$ cat config.mk
export PLATFORM = sky130hd
export DESIGN_NAME = flash_vendor_cfg
export DESIGN_NICKNAME = d
export VERILOG_FILES = /design/src/rtl/flash_cfg_pkg.sv /design/src/rtl/spi_byte_engine.sv /design/src/rtl/cmd_table.sv /design/src/rtl/cfg_sequencer.sv /design/src/rtl/flash_vendor_cfg.sv
export SDC_FILE = /design/constraint.sdc
export NUM_CORES = 1
export LEC_CHECK = 0
export BUFFER_PORTS_ARGS = -buffer_cell sky130_fd_sc_hd__buf_2
export CORE_UTILIZATION = 50
export DETAILED_ROUTE_END_ITERATION = 6
export GPL_ROUTABILITY_DRIVEN = 0
export PLACE_DENSITY = 0.76
export SLEW_MARGIN = 0
export SYNTH_ARGS = -nofsm -noshare
export SYNTH_HDL_FRONTEND = slang
export SYNTH_HIERARCHICAL = 1
export SYNTH_SLANG_ARGS = --single-unit
$ cat constraint.sdc
create_clock -name clk -period 2.1 [get_ports clk]
set_input_delay 0.42 -clock clk [delete_from_list [all_inputs] [get_ports clk]]
set_output_delay 0.42 -clock clk [all_outputs]
set_load 0.005 [all_outputs]
$ cat src/rtl/flash_cfg_pkg.sv
package flash_cfg_pkg;
  localparam logic [7:0] OP_READ_ID   = 8'h9F;
  localparam logic [7:0] OP_WR_ENABLE = 8'h06;
  localparam logic [7:0] OP_RD_STAT   = 8'h05;
  localparam logic [7:0] OP_RD_CONF   = 8'h15;
  localparam logic [7:0] OP_WR_STAT   = 8'h01;
  localparam logic [7:0] OP_RD_VOLCFG = 8'h85;
  localparam logic [7:0] OP_WR_VOLCFG = 8'h81;

  localparam logic [7:0] MFR_UNTOUCHED = 8'h01;
  localparam logic [7:0] MFR_VOLCFG    = 8'h20;
  localparam logic [7:0] MFR_STATPAIR  = 8'h C2;

  localparam logic [7:0] CONF_KEEP_MASK = 8'h1F;

  typedef enum logic [3:0] {
    ST_IDLE, ST_RD_ID, ST_RD_VOLCFG, ST_RD_STAT1, ST_RD_CONF,
    ST_WR_EN, ST_WR_VOLCFG, ST_WR_STATPAIR, ST_POLL
  } step_e;

  typedef enum logic [1:0] { PH_IDLE, PH_ISSUE, PH_WAIT, PH_GAP } phase_e;
endpackage

$ cat src/rtl/spi_byte_engine.sv
module spi_byte_engine #(
  parameter int CLK_HALF = 2
) (
  input  logic       clk,
  input  logic       rst_n,
  input  logic       go_i,
  input  logic [7:0] tx_i,
  input  logic       miso_i,
  output logic       sclk_o,
  output logic       mosi_o,
  output logic       done_o,
  output logic [7:0] rx_o
);
  localparam int DW = (CLK_HALF > 1) ? $clog2(CLK_HALF) : 1;
  localparam logic [DW-1:0] DIV_LAST = DW'(CLK_HALF - 1);

  logic [DW-1:0] div_q;
  logic [2:0]    bit_q;
  logic [7:0]    sh_q, rx_q;
  logic          busy_q, sclk_q, done_q;

  always_ff @(posedge clk or negedge rst_n) begin
    if (!rst_n) begin
      div_q  <= '0;
      bit_q  <= '0;
      sh_q   <= '0;
      rx_q   <= '0;
      busy_q <= 1'b0;
      sclk_q <= 1'b0;
      done_q <= 1'b0;
    end else begin
      done_q <= 1'b0;
      if (!busy_q) begin
        if (go_i) begin
          busy_q <= 1'b1;
          sh_q   <= tx_i;
          div_q  <= '0;
          bit_q  <= '0;
          sclk_q <= 1'b0;
        end
      end else if (div_q == DIV_LAST) begin
        div_q <= '0;
        if (!sclk_q) begin
          sclk_q <= 1'b1;
          rx_q   <= {rx_q[6:0], miso_i};
        end else begin
          sclk_q <= 1'b0;
          if (bit_q == 3'd7) begin
            busy_q <= 1'b0;
            done_q <= 1'b1;
          end else begin
            bit_q <= bit_q + 3'd1;
            sh_q  <= {sh_q[6:0], 1'b0};
          end
        end
      end else begin
        div_q <= div_q + DW'(1);
      end
    end
  end

  assign sclk_o = sclk_q;
  assign mosi_o = busy_q & sh_q[7];
  assign done_o = done_q;
  assign rx_o   = rx_q;
endmodule

$ cat src/rtl/cmd_table.sv
module cmd_table
  import flash_cfg_pkg::*;
#(
  parameter int DUMMY_CYCLES = 9
) (
  input  step_e      step_i,
  input  logic [1:0] idx_i,
  input  logic       xip_i,
  input  logic [7:0] volcfg_i,
  input  logic [7:0] stat1_i,
  input  logic [7:0] conf_i,
  output logic [1:0] last_idx_o,
  output logic [7:0] byte_o
);
  logic [7:0] opcode;
  logic [7:0] pay0, pay1;

  always_comb begin
    opcode     = 8'h00;
    pay0       = 8'h00;
    pay1       = 8'h00;
    last_idx_o = 2'd1;
    unique case (step_i)
      ST_RD_ID:       opcode = OP_READ_ID;
      ST_RD_VOLCFG:   opcode = OP_RD_VOLCFG;
      ST_RD_STAT1,
      ST_POLL:        opcode = OP_RD_STAT;
      ST_RD_CONF:     opcode = OP_RD_CONF;
      ST_WR_EN: begin
        opcode     = OP_WR_ENABLE;
        last_idx_o = 2'd0;
      end
      ST_WR_VOLCFG: begin
        opcode = OP_WR_VOLCFG;
        pay0   = {4'(DUMMY_CYCLES), ~xip_i, volcfg_i[2:0]};
      end
      ST_WR_STATPAIR: begin
        opcode     = OP_WR_STAT;
        pay0       = stat1_i;
        pay1       = conf_i & CONF_KEEP_MASK;
        last_idx_o = 2'd2;
      end
      default: ;
    endcase
    unique case (idx_i)
      2'd0:    byte_o = opcode;
      2'd1:    byte_o = pay0;
      2'd2:    byte_o = pay1;
      default: byte_o = 8'h00;
    endcase
  end
endmodule

$ cat src/rtl/cfg_sequencer.sv
module cfg_sequencer
  import flash_cfg_pkg::*;
#(
  parameter int MAX_POLLS = 16
) (
  input  logic       clk,
  input  logic       rst_n,
  input  logic       start_i,
  input  logic       xip_req_i,
  input  logic [1:0] last_idx_i,
  input  logic       eng_done_i,
  input  logic [7:0] eng_rx_i,
  output logic       eng_go_o,
  output logic       cs_n_o,
  output step_e      step_o,
  output logic [1:0] idx_o,
  output logic       xip_o,
  output logic [7:0] volcfg_o,
  output logic [7:0] stat1_o,
  output logic [7:0] conf_o,
  output logic [7:0] id_o,
  output logic       id_valid_o,
  output logic       done_o,
  output logic       error_o
);
  localparam int PW = $clog2(MAX_POLLS + 1);
  localparam logic [PW-1:0] POLL_LAST = PW'(MAX_POLLS - 1);

  phase_e        ph_q;
  step_e         step_q;
  logic [1:0]    idx_q;
  logic [PW-1:0] poll_q;
  logic          go_q, cs_n_q, done_q, err_q, xip_q, idv_q;
  logic [7:0]    id_q, vcfg_q, st1_q, conf_q;

  always_ff @(posedge clk or negedge rst_n) begin
    if (!rst_n) begin
      ph_q   <= PH_IDLE;
      step_q <= ST_IDLE;
      idx_q  <= '0;
      poll_q <= '0;
      go_q   <= 1'b0;
      cs_n_q <= 1'b1;
      done_q <= 1'b0;
      err_q  <= 1'b0;
      xip_q  <= 1'b0;
      idv_q  <= 1'b0;
      id_q   <= '0;
      vcfg_q <= '0;
      st1_q  <= '0;
      conf_q <= '0;
    end else begin
      go_q <= 1'b0;
      unique case (ph_q)
        PH_IDLE: if (start_i) begin
          done_q <= 1'b0;
          err_q  <= 1'b0;
          idv_q  <= 1'b0;
          xip_q  <= xip_req_i;
          step_q <= ST_RD_ID;
          idx_q  <= '0;
          ph_q   <= PH_ISSUE;
        end
        PH_ISSUE: begin
          cs_n_q <= 1'b0;
          go_q   <= 1'b1;
          ph_q   <= PH_WAIT;
        end
        PH_WAIT: if (eng_done_i) begin
          if (idx_q == last_idx_i) begin
            cs_n_q <= 1'b1;
            ph_q   <= PH_GAP;
          end else begin
            idx_q <= idx_q + 2'd1;
            ph_q  <= PH_ISSUE;
          end
        end
        PH_GAP: begin
          idx_q <= '0;
          ph_q  <= PH_ISSUE;
          unique case (step_q)
            ST_RD_ID: begin
              id_q  <= eng_rx_i;
              idv_q <= 1'b1;
              if (eng_rx_i == MFR_VOLCFG)        step_q <= ST_RD_VOLCFG;
              else if (eng_rx_i == MFR_STATPAIR) step_q <= ST_RD_STAT1;
              else begin
                ph_q   <= PH_IDLE;
                step_q <= ST_IDLE;
                done_q <= 1'b1;
                err_q  <= (eng_rx_i != MFR_UNTOUCHED);
              end
            end
            ST_RD_VOLCFG: begin
              vcfg_q <= eng_rx_i;
              step_q <= ST_WR_EN;
            end
            ST_RD_STAT1: begin
              st1_q  <= eng_rx_i;
              step_q <= ST_RD_CONF;
            end
            ST_RD_CONF: begin
              conf_q <= eng_rx_i;
              step_q <= ST_WR_EN;
            end
            ST_WR_EN: step_q <= (id_q == MFR_VOLCFG) ? ST_WR_VOLCFG : ST_WR_STATPAIR;
            ST_WR_VOLCFG, ST_WR_STATPAIR: begin
              poll_q <= '0;
              step_q <= ST_POLL;
            end
            ST_POLL: begin
              if (!eng_rx_i[0] || poll_q == POLL_LAST) begin
                ph_q   <= PH_IDLE;
                step_q <= ST_IDLE;
                done_q <= 1'b1;
                err_q  <= eng_rx_i[0];
              end else begin
                poll_q <= poll_q + PW'(1);
              end
            end
            default: begin
              ph_q   <= PH_IDLE;
              step_q <= ST_IDLE;
            end
          endcase
        end
        default: ph_q <= PH_IDLE;
      endcase
    end
  end

  assign eng_go_o   = go_q;
  assign cs_n_o     = cs_n_q;
  assign step_o     = step_q;
  assign idx_o      = idx_q;
  assign xip_o      = xip_q;
  assign volcfg_o   = vcfg_q;
  assign stat1_o    = st1_q;
  assign conf_o     = conf_q;
  assign id_o       = id_q;
  assign id_valid_o = idv_q;
  assign done_o     = done_q;
  assign error_o    = err_q;
endmodule

$ cat src/rtl/flash_vendor_cfg.sv
module flash_vendor_cfg
  import flash_cfg_pkg::*;
#(
  parameter int CLK_HALF     = 2,
  parameter int MAX_POLLS    = 16,
  parameter int DUMMY_CYCLES = 9
) (
  input  logic       clk,
  input  logic       rst_n,
  input  logic       start_i,
  input  logic       xip_req_i,
  output logic       spi_sclk_o,
  output logic       spi_cs_n_o,
  output logic       spi_mosi_o,
  input  logic       spi_miso_i,
  output logic [7:0] mfr_id_o,
  output logic       mfr_id_valid_o,
  output logic       done_o,
  output logic       error_o
);
  step_e      step;
  logic [1:0] idx, last_idx;
  logic [7:0] tx_byte, rx_byte, vcfg, st1, conf;
  logic       go, eng_done, xip;

  spi_byte_engine #(.CLK_HALF(CLK_HALF)) u_engine (
    .clk(clk), .rst_n(rst_n), .go_i(go), .tx_i(tx_byte), .miso_i(spi_miso_i),
    .sclk_o(spi_sclk_o), .mosi_o(spi_mosi_o), .done_o(eng_done), .rx_o(rx_byte)
  );

  cmd_table #(.DUMMY_CYCLES(DUMMY_CYCLES)) u_table (
    .step_i(step), .idx_i(idx), .xip_i(xip), .volcfg_i(vcfg), .stat1_i(st1),
    .conf_i(conf), .last_idx_o(last_idx), .byte_o(tx_byte)
  );

  cfg_sequencer #(.MAX_POLLS(MAX_POLLS)) u_seq (
    .clk(clk), .rst_n(rst_n), .start_i(start_i), .xip_req_i(xip_req_i),
    .last_idx_i(last_idx), .eng_done_i(eng_done), .eng_rx_i(rx_byte),
    .eng_go_o(go), .cs_n_o(spi_cs_n_o), .step_o(step), .idx_o(idx), .xip_o(xip),
    .volcfg_o(vcfg), .stat1_o(st1), .conf_o(conf), .id_o(mfr_id_o),
    .id_valid_o(mfr_id_valid_o), .done_o(done_o), .error_o(error_o)
  );
endmodule

Word level (Yosys, flattened, before mapping)
Index checks and enable logic that the tools add are counted.

Flip-flop bits (word level): 66. Latch bits: 0. Bits in writable memories: 0. Memory bits (read-only): 0. Input port bits: 5. Output and inout bits: 14. Word-level logic and storage cells: 157. Memories kept: 0.

Add/subtract/negate cells: 4. $mul: 0. Div/mod/pow operators: 0. Order comparisons: 0. Equal/unequal tests: 33. Shift-type cells: 0. Mux-type cells: 68. Bitwise logic cells: 3. Reductions and logical operators: 28.

Operator list (count): case mux 8 bit (7 select lines) (1); 2-to-1 mux 8 bit (5); 2-to-1 mux 1 bit (29); case mux 4 bit (6 select lines) (1); case mux 8 bit (3 select lines) (1); equality test 4 x 3 -> 1 bit, second input constant (4); equality test 8 x 6 -> 1 bit, second input constant (2); 2-to-1 mux 2 bit (8); case mux 8 bit (2 select lines) (1); 2-to-1 mux 3 bit (5); AND reduction 3 bit (5); inequality test 2 bit, second input constant (7); AND reduction 2 bit (7); 2-to-1 mux 4 bit (3); case mux 1 bit (2 select lines) (6); case mux 2 bit (3 select lines) (2); 2-to-1 mux 5 bit (2); case mux 5 bit (2 select lines) (1); equality test 4 x 2 -> 1 bit, second input constant (2); equality test 8 bit, second input constant (1); inequality test 8 x 1 -> 1 bit, second input constant (1); case mux 2 bit (4 select lines) (1); case mux 4 bit (2 select lines) (1); AND reduction 4 bit (2); other kinds (25) (38).

Longest topological paths before layout
Gate-level depths: netlist (run 1).

Word-level depth: 6. Mapped depth: 8. Depth with buffers taken out: 8.

Hierarchy
Netlist (run 1), hierarchy kept.

By module, submodules not included: cfg_sequencer (times used 1, cells each 192, area each 2427.3 um^2, seq. area each 1277.5 um^2); spi_byte_engine (times used 1, cells each 72, area each 1039.7 um^2, seq. area each 575.6 um^2); cmd_table (times used 1, cells each 47, area each 326.6 um^2, seq. area each 0.0 um^2).

Worst setup path before layout (run 1)
OpenSTA, ideal clock, no wires.

Path type: flip-flop to flip-flop. Start: register u_seq.poll_q[0]. End: register u_seq.done_q (netlist: u_seq/done_o). Library setup time: 125 ps. Arrival: 1790 ps. Required time: 1975 ps. Setup slack: 185 ps. Cell stages (with the launch flop): 9. Buffers on the path: 0. Cells stage by stage: dfrtp_1 -> ha_1 -> and3_1 -> ha_1 -> and2b_1 -> o21ai_0 -> a31oi_1 -> a31oi_2 -> mux2_4.

Longest elaborated chain between the ends: 4.

RTL lines: start: declaration (line cfg_sequencer.sv:32) `logic [PW-1:0] poll_q;`; start signal: assignment (line cfg_sequencer.sv:118) `poll_q <= poll_q + PW'(1);`; equality test 5 x 4 -> 1 bit (line cfg_sequencer.sv:112) `if (!eng_rx_i[0] || poll_q == POLL_LAST) begin`; logical OR 1 bit (line cfg_sequencer.sv:112); inequality test 3 x 2 -> 1 bit (no source line); AND reduction 6 bit (no source line); end signal: assignment (line cfg_sequencer.sv:56) `done_q <= 1'b0;`; end signal: assignment (line cfg_sequencer.sv:90) `done_q <= 1'b1;`; end signal: assignment (line cfg_sequencer.sv:115) `done_q <= 1'b1;`; end: declaration (line cfg_sequencer.sv:33) `logic go_q, cs_n_q, done_q, err_q, xip_q, idv_q;`.

Every way passes these cells. A chain may end at the register's enable or synchronous reset.

Worst setup path after layout (run 1)
Ends and elaborated chain as after synthesis.

==> results.md, run 1 <==
- Setup violations, final: 0
- Peak VDD IR: 0.000826 V
- Flop2flop setup slack: 0.09 ns
- Mapped Area: 3500 um2
- Fmax: 498 MHz
- Fillers: 574
- CTS buffer count: 9
- Largest net degree at the start of global routing: 45
- Power per cell area: 1430 nW/um2
- Worst EP required: 2.32 ns
- Drt pass-1 iters: 4
- Die Ht: 85.7 um
- Worst min path class: input port to asynchronous set/reset pin
- P_leak: 1.83 nW
- Share of cells above drive strength 1: 34.1%
- Drt total wl: 6.63 mm
- Diodes inserted: 0
- TritonCTS clock tree: built
- NumNets Final: 332
- Reg clk slew, reported paths: 0.07 ns
- GRT overflow: 0
- First-pass GRT wire length: 11.8 mm
- Starting Density: 51.6%
- Clock Sinks: 66
- Most frequent cells in the layout: 65 x dfrtp_1, 33 x mux2_2, 23 x nor2_1
- Fin crit share: 95.5%
- Initial antenna violation count: 0
- Utilization after layout: 57.1%
- RSZ-0062 raised after global routing: no
- Avg Cell Area, Syn: 11.9 um2
- H-tree depth: 3
- CTS Root Cell: clkbuf_8
- Most common cell after layout, fill and taps aside: dfrtp_1
- Dpl ws: 0.0926 ns
- Slowest CP cell: dfrtp_1
- Core ar.: 6790 um2
- Worst Path Max Fanout: 3
- Critical Path AT: 2.22 ns
- Die W: 85.7 um
- Critical Path Sink Type: flop
- Placed wire-length estimate: 4.70 mm
- Hold-fix buffers, CTS: 0
- Clock Skews: 0.0112 ns
- Area added between synthesis and finish: 10.8%
- Critical path's most frequent cell: ha_1
- Final TNS setup: 0 ns
- # port buffers: 18
- RR Endpoint: u_seq/done_o$_DFFE_PN0P_
- Worst slew pin tran: 0.554 ns
- Status: completed
- Clk buf depth: 2
- IO Pins: 19
- Initial detailed-routing violation count: 151
- Crit path kind: flop to flop
- Startpoint types: flop
- Post-synthesis net count: 304
- Cells after Synth: 295
- Vias in the first global route: 2,367
- Fin crit period: 2.01 ns
- Max_slew headroom: 63.1%
- DRC: 0
- Number of routed nets with antenna violations: 0
- Cell breakdown of the critical path: ha_1 -> and3_1 -> ha_1 -> and2b_1 -> o21ai_0 -> a31oi_1 -> a31oi_2 -> mux2_4
- Reg2Reg Depth: 8
- Max-cap viol count: 0
- FF-to-FF Start: u_seq/poll_q[0]$_DFFE_PN0P_
- Final worst slack: 0.0938 ns
- Yosys warns: 6
- Worst skew pair latency: 0.34 ns
- DR vias: 2,363
- Final hold vios: 0
- Die Footprint: 7350 um2
- Slew Limit Fails: 0
- CP max stage delay: 0.40 ns
- Routed len/inst: 15.6 um
- Row count: 30
- GRT Overall Usage: 20.6%
- Routed vias/inst: 5.57
-- stage by stage --
stage          power, mW  hold WS, ns  std cells  instance area [um2]
6_report            5.56       0.0656        424                 3880
5_1_grt             5.96       0.0971        424                 3880
4_1_cts             5.58       0.0729        423                 3870
3_5_place_dp        4.62        0.442        407                 3690
3_3_place_gp        4.53        0.434        407                 3690
2_1_floorplan       4.07        0.124        295                 3500
-- layer usage --
layer  vias to the layer above  global-route usage (%)  part of all wire, %
met3                         4                    5.20                  3.0
li1                       1126                       -                    -
met1                      1191                    28.1                   48
met5                         -                       0                    0
met2                        42                    33.2                   49
met4                         0                    5.00                 0.57
-- worst max-delay path: cells and delay by family, from the launching register on --
family / cells / cell delay (ns)
compound gates: 3 / 0.39
fa+ha+maj: 2 / 0.38
flops: 1 / 0.40
mux: 1 / 0.32
simple gates: 2 / 0.41
-- where the power goes --
group / internal, mW / switching, mW
combinational: 1.25 / 1.15
clock: 0.459 / 0.474
sequential: 1.74 / 0.484
total: 3.45 / 2.11
-- area by class of cell --
cell class                 count  area (um2)  share of cell area [%]
multi-input combinational    207        1710                    44.0
sequential                    66        1650                    42.6
timing repair buffer          30         193                    4.96
clock buffer                  12         145                    3.74
tap                           96         120                    3.09
inverter                       9        36.3                   0.935
clock inverter                 4        27.5                   0.709
-- worst max-delay path by stage --
stage                                  startpoint                           end  cells past startpoint
finish                u_seq/poll_q[0]$_DFFE_PN0P_      u_seq/done_o$_DFFE_PN0P_                      8
global route          u_seq/poll_q[0]$_DFFE_PN0P_      u_seq/done_o$_DFFE_PN0P_                      8
CTS                   u_seq/poll_q[0]$_DFFE_PN0P_      u_seq/done_o$_DFFE_PN0P_                      8
detailed placement  u_engine/bit_q[0]$_DFFE_PN0P_  u_engine/sh_q[4]$_DFFE_PN0P_                      5
global placement      u_seq/poll_q[0]$_DFFE_PN0P_      u_seq/done_o$_DFFE_PN0P_                      8
floorplan             u_seq/poll_q[0]$_DFFE_PN0P_      u_seq/done_o$_DFFE_PN0P_                      8
-- state kept, by name, summed over array words and instances, names as in the netlist, 2 cells and up --
register	cells
u_engine/bit_q	3
u_engine/rx_o	8
u_engine/sh_q	8
u_seq/conf_o	5
u_seq/id_o	8
u_seq/idx_o	2
u_seq/ph_q	2
u_seq/poll_q	5
u_seq/stat1_o	8
u_seq/step_o	4
u_seq/volcfg_o	3
-- timing repair --
item,in CTS,in global routing
setup buffers,0,1
endpoints found under the setup margin,0,2
resized for setup,0,1
No activity file was read; power rests on OpenSTA's default activity.
==> run 2, diff against run 1 <==
- clock period: 2.1 -> 1.9 ns (I/O delays scaled with it)
==> run 2 against run 1 <==
  * Combinational power is 20% higher
  * Highest routed layer unchanged
  * Critical path type unchanged
  * Global-route usage is 0.36 points higher
  * Sequential power is 10% higher
  * Largest cell class unchanged
  * Worst setup slack worse by 0.067 ns
  * Critical endpoint is now u_seq/poll_q[4]$_DFFE_PN0P_
  * Via count is 1.2% higher
==> results.md, run 2 (same netlist as run 1, synthesis figures left out) <==
- Status: completed
- Worst skew pair latency: 0.36 ns
- Clock Skews: 0.0108 ns
- Fin crit period: 1.87 ns
- Register Area: 1660 um2
- RSZ-0062 raised after global routing: yes
- Clk buf depth: 2
- P_leak: 1.92 nW
- Area added between synthesis and finish: 15.2%
- GRT overflow: 0
- Max_slew headroom: 64.0%
- Slew Limit Fails: 0
- Most common cell after layout, fill and taps aside: dfrtp_1
- Core ar.: 6790 um2
- Drt pass-1 iters: 4
- Diodes inserted: 0
- Routed vias/inst: 5.48
- DRC: 0
- Startpoint types: flop
- Max-cap viol count: 0
- CTS buffer count: 9
- Crit path kind: flop to flop
- Share of cells above drive strength 1: 38.8%
- Drt total wl: 6.87 mm
- Dpl ws: -0.00787 ns
- Fmax: 534 MHz
- Final hold vios: 0
- Final worst slack: 0.0264 ns
- Initial antenna violation count: 0
- Reg clk slew, reported paths: 0.08 ns
- First-pass GRT wire length: 11.7 mm
- DR vias: 2,391
- GRT Overall Usage: 21.0%
- Die W: 85.7 um
- Routed len/inst: 15.8 um
- Vias in the first global route: 2,419
- Tot Pwr: 6.55 mW
- CTS Root Cell: clkbuf_8
- Starting Density: 51.6%
- Clock Sinks: 66
- Fin crit share: 98.6%
- Critical Path AT: 2.12 ns
- H-tree depth: 3
- Power per cell area: 1620 nW/um2
- Critical Path Sink Type: flop
- Initial detailed-routing violation count: 106
- Worst slew pin tran: 0.536 ns
- Worst Path Max Fanout: 6
- Setup violations, final: 0
- Worst min path class: input port to asynchronous set/reset pin
- Worst EP required: 2.15 ns
- Most frequent cells in the layout: 63 x dfrtp_1, 33 x mux2_2, 23 x nor2_1
- Peak VDD IR: 0.000943 V
- IO Pins: 19
- # port buffers: 18
- NumNets Final: 344
- Number of routed nets with antenna violations: 0
- Multi-input gate area: 1730 um2
- Placed wire-length estimate: 4.77 mm
- Reg2Reg Depth: 9
- Row count: 30
- Largest net degree at the start of global routing: 67
- TritonCTS clock tree: built
- Hold-fix buffers, CTS: 0
- Die Ht: 85.7 um
- Die Footprint: 7350 um2
- Fillers: 552
-- run 2: cell count changes in the layout (fill, tap and decap cells not counted), moves of 2 or more --
cell | previous run | this run
clkbuf_1 | 2 | 0
a21oi_2 | 1 | 3
dfrtp_1 | 65 | 63
buf_4 | 11 | 22
inv_6 | 0 | 2
dfrtp_2 | 0 | 2
-- run 2: critical path, cell delays in order, from the launching register on --
cell and delay, ns:
dfrtp_1 0.39, ha_2 0.19, and3_1 0.17, ha_1 0.16, and2b_1 0.20, buf_4 0.13, nand2_4 0.08, a21o_4 0.27
nand2_2 0.09, o31ai_4 0.07
-- run 2: what timing repair did --
item | in CTS | in global routing
resized for setup | 1 | 8
setup buffers | 1 | 0
endpoints found under the setup margin | 1 | 11
pin swaps | 0 | 2
-- run 2: final timing paths --
| check | start | to | slack (ns) |
|---|---|---|---|
| worst max register to register | u_seq/poll_q[0]$_DFFE_PN0P_ | u_seq/poll_q[4]$_DFFE_PN0P_ | 0.03 |
| worst max-delay path | u_seq/poll_q[0]$_DFFE_PN0P_ | u_seq/poll_q[4]$_DFFE_PN0P_ | 0.03 |
| worst min register to register | u_engine/sh_q[0]$_DFFE_PN0P_ | u_engine/sh_q[0]$_DFFE_PN0P_ | 0.49 |
| min in group clk | xip_req_i | u_seq/xip_o$_DFFE_PN0P_ | 0.24 |
| max in group asynchronous | rst_n | u_seq/cs_n_o$_DFFE_PN1P_ | 1.57 |
| worst min-delay path | rst_n | u_engine/bit_q[1]$_DFFE_PN0P_ | 0.02 |
-- run 2: where the power goes --
group | switching (mW) | leakage (nW) | internal (mW)
Clock | 0.601 | 0.0962 | 0.614
Sequential | 0.524 | 0.849 | 1.92
Combinational | 1.33 | 0.973 | 1.56
-- run 2: through the flow --
| step | hold WS (ns) | setup TNS (ns) | util (%) | area, um2 | cells |
|---|---|---|---|---|---|
| after detailed placement | 0.423 | -0.00787 | 55.9 | 3800 | 419 |
| after global placement | 0.419 | 0 | 55.9 | 3800 | 419 |
| after CTS | 0.0320 | 0 | 59.0 | 4010 | 436 |
| after floorplan | 0.0844 | 0 | - | 3500 | 295 |
| final | 0.0236 | 0 | 59.4 | 4040 | 436 |
| after global routing | 0.0369 | -0.178 | 59.4 | 4040 | 436 |
-- run 2: per-layer routing --
metal,part of all wire (%),global-route usage (%)
met5,0,0
met1,47,27.0
met4,1.4,8.64
met2,49,33.3
met3,2.8,6.06
-- run 2: area by class of cell --
class / instances / area share, %
inverter: 9 / 0.899
sequential: 66 / 41.0
tap: 96 / 2.97
multi-input combinational: 207 / 42.9
timing repair buffer: 42 / 7.31
clock buffer: 9 / 3.07
clock inverter: 7 / 1.89
==> run 3, diff against run 2 <==
- SYNTH_HIERARCHICAL: 1 -> default
==> run 3 against run 2 <==
  * Wire length grew 19%
  * Non-clock buffer count grew 8
  * Synthesized area grew 2.4%
  * Sequential power shrank 42%
  * Synthesized cell count grew 13%
  * Power shrank 59%
  * Count of clock-buffer cells in the layout grew 1
  * Sequential share of layout area shrank 1.8 points
  * Largest cell class unchanged
==> results.md, run 3 <==
- Status: completed
- Die Footprint: 7510 um2
- Peak VDD IR: 0.000535 V
- Die Ht: 86.7 um
- Flops & latches, synth: 66
- Die W: 86.7 um
- Max_slew headroom: 71.5%
- Vias in the first global route: 2,772
- Fmax: 543 MHz
- Post-synthesis net count: 349
- Switch Pwr: 0.626 mW
- Worst skew pair latency: 0.35 ns
- Sequential power share: 52.1%
- GRT Overall Usage: 24.0%
- NumNets Final: 395
- RR Endpoint: u_seq.error_o$_DFFE_PN0P_
- Register Area: 1650 um2
- GRT overflow: 0
- EDFF count, synth: 0
- Avg Cell Area, Syn: 10.8 um2
- Synth area leaders: dfrtp_1 45%, mux2_2 11%, ha_1 4.2%
- Mapped Area: 3590 um2
- TritonCTS clock tree: built
- Clock Sinks: 66
- Top cell type's share of synthesized area: 45.4%
- Diodes inserted: 0
- Critical Path Sink Type: flop
- Fin crit share: 96.9%
- Hold-fix buffers, CTS: 0
- Cells after Synth: 332
- Worst Path Max Fanout: 3
- Drt pass-1 iters: 6
- Power per cell area: 640 nW/um2
- Ys async rst share: 100%
- Most common cell after layout, fill and taps aside: dfrtp_1
- Most frequent cells in the layout: 65 x dfrtp_1, 35 x mux2_2, 29 x buf_4
- Flop2flop setup slack: 0.06 ns
- Placed wire-length estimate: 5.88 mm
- Slew Limit Fails: 0
- Initial detailed-routing violation count: 355
- Fillers: 553
- Worst min path class: input port to asynchronous set/reset pin
- DRC: 0
- Post-synth top cells: 65 x dfrtp_1, 35 x mux2_2, 25 x nor2_1
- Multi-input gate area: 1800 um2
- Max-cap viol count: 0
- Clk buf depth: 2
- Most numerous cell in the Yosys netlist: dfrtp_1
- Tot Pwr: 2.70 mW
- Reg clk slew, reported paths: 0.08 ns
- Distinct cells, synth: 65
- Sw Share: 23.2%
- Share of cells above drive strength 1: 30.8%
- # port buffers: 18
- Area added between synthesis and finish: 17.6%
- Crit path kind: flop to flop
- Setup violations, final: 0
- P_leak: 2.03 nW
- Final hold vios: 0
- Worst slew pin tran: 0.421 ns
- Yosys top cell by area: dfrtp_1
- Combinational Power Share: 1.7%
- Row count: 30
- Critical Path AT: 2.07 ns
- Drt total wl: 8.18 mm
- Register area share after synthesis: 46.1%
- Initial antenna violation count: 0
- Clock power frac: 46.2%
- IO Pins: 19
- Starting Density: 52.2%
- Placed Cells: 458
- First-pass GRT wire length: 13.6 mm
- Largest net degree at the start of global routing: 67
- CTS Root Cell: clkbuf_8
- Yosys warns: 0
- H-tree depth: 3
- Fin crit period: 1.84 ns
- Main synth FF type: dfrtp_1
- CTS buffer count: 9
- Core ar.: 6870 um2
- Worst EP required: 2.13 ns
- P_int: 2.07 mW
- Number of routed nets with antenna violations: 0
- FF-to-FF Start: u_seq.poll_q[1]$_DFFE_PN0P_
- Clock Skews: 0.0118 ns
- Final Non-Filler Cells: 479
- Reg2Reg Depth: 7
- DR vias: 2,859
- Startpoint types: flop
- Routed len/inst: 17.1 um
- Routed vias/inst: 5.97
run 3: layout make-up:
| cell class | instances | share of cell area, % |
|---|---|---|
| Tap cell | 96 | 2.85 |
| Clock inverter | 6 | 1.75 |
| Sequential cell | 66 | 39.2 |
| Timing Repair Buffer | 50 | 8.73 |
| Inverter | 18 | 1.60 |
| Clock buffer | 10 | 3.27 |
| Multi-Input combinational cell | 233 | 42.6 |
run 3: power by group through the flow:
stage | clock [mW] | combinational (mW) | sequential [mW]
detailed placement | 0 | 0.0478 | 1.43
global placement | 0 | 0.0468 | 1.43
finish | 1.25 | 0.0455 | 1.41
floorplan | 0 | 0.00709 | 1.43
global route | 1.32 | 0.0542 | 1.41
CTS | 1.26 | 0.0477 | 1.41
run 3: per-stage QoR:
step / setup WS [ns] / hold WS, ns / setup TNS (ns) / area [um2] / utilization, %
2_1_floorplan: 0.0962 / 0.0844 / 0 / 3590 / -
3_3_place_gp: 0.0767 / 0.424 / 0 / 3950 / 57.4
3_5_place_dp: -0.0131 / 0.423 / -0.0131 / 3950 / 57.4
4_1_cts: 0.0298 / 0.0415 / 0 / 4170 / 60.7
5_1_grt: -0.0133 / 0.0423 / -0.0207 / 4220 / 61.4
6_report: 0.0584 / 0.00915 / 0 / 4220 / 61.4
run 3: repair_timing:
item | 4_1_cts | 5_1_grt
endpoints found under the setup margin | 2 | 11
pin swaps | 0 | 2
setup buffers | 2 | 3
gates resized for setup | 0 | 5
run 3: metal layers:
layer	vias to the layer above	track usage (%)	share of wire [%]
li1	1325	-	-
met1	1434	32.4	45
met4	0	10.0	2.1
met2	84	38.1	49
met5	-	0	0
met3	16	4.38	4.3
run 3: cells by family after synthesis:
group / after synthesis / share of synthesized area, %
fa+ha+maj: 12 / 4.19
simple gates: 109 / 18.2
flops: 66 / 46.1
buf+inv: 33 / 4.43
compound gates: 71 / 14.4
xor+xnor: 3 / 0.733
mux: 38 / 12.0
run 3: critical path, stage by stage (launching register included):
cell      delay (ns)
dfrtp_1         0.40
ha_1            0.21
and3_1          0.20
ha_1            0.19
nand2b_2        0.21
o211ai_1        0.26
or3_1           0.18
o211ai_1        0.08
run 3: how the worst max path moves through the flow:
stage	startpoint	endpoint	slack [ns]	cells after the start
2_1_floorplan	u_seq.ph_q[0]$_DFFE_PN0P_	u_seq.idx_o[0]$_DFFE_PN0P_	0.1	6
3_3_place_gp	u_seq.ph_q[1]$_DFFE_PN0P_	u_seq.idx_o[0]$_DFFE_PN0P_	0.08	6
3_5_place_dp	u_seq.ph_q[1]$_DFFE_PN0P_	u_seq.idx_o[0]$_DFFE_PN0P_	-0.01	6
4_1_cts	u_seq.poll_q[1]$_DFFE_PN0P_	u_seq.poll_q[0]$_DFFE_PN0P_	0.03	7
5_1_grt	u_seq.poll_q[1]$_DFFE_PN0P_	u_seq.poll_q[0]$_DFFE_PN0P_	-0.01	7
6_report	u_seq.poll_q[1]$_DFFE_PN0P_	u_seq.error_o$_DFFE_PN0P_	0.06	7
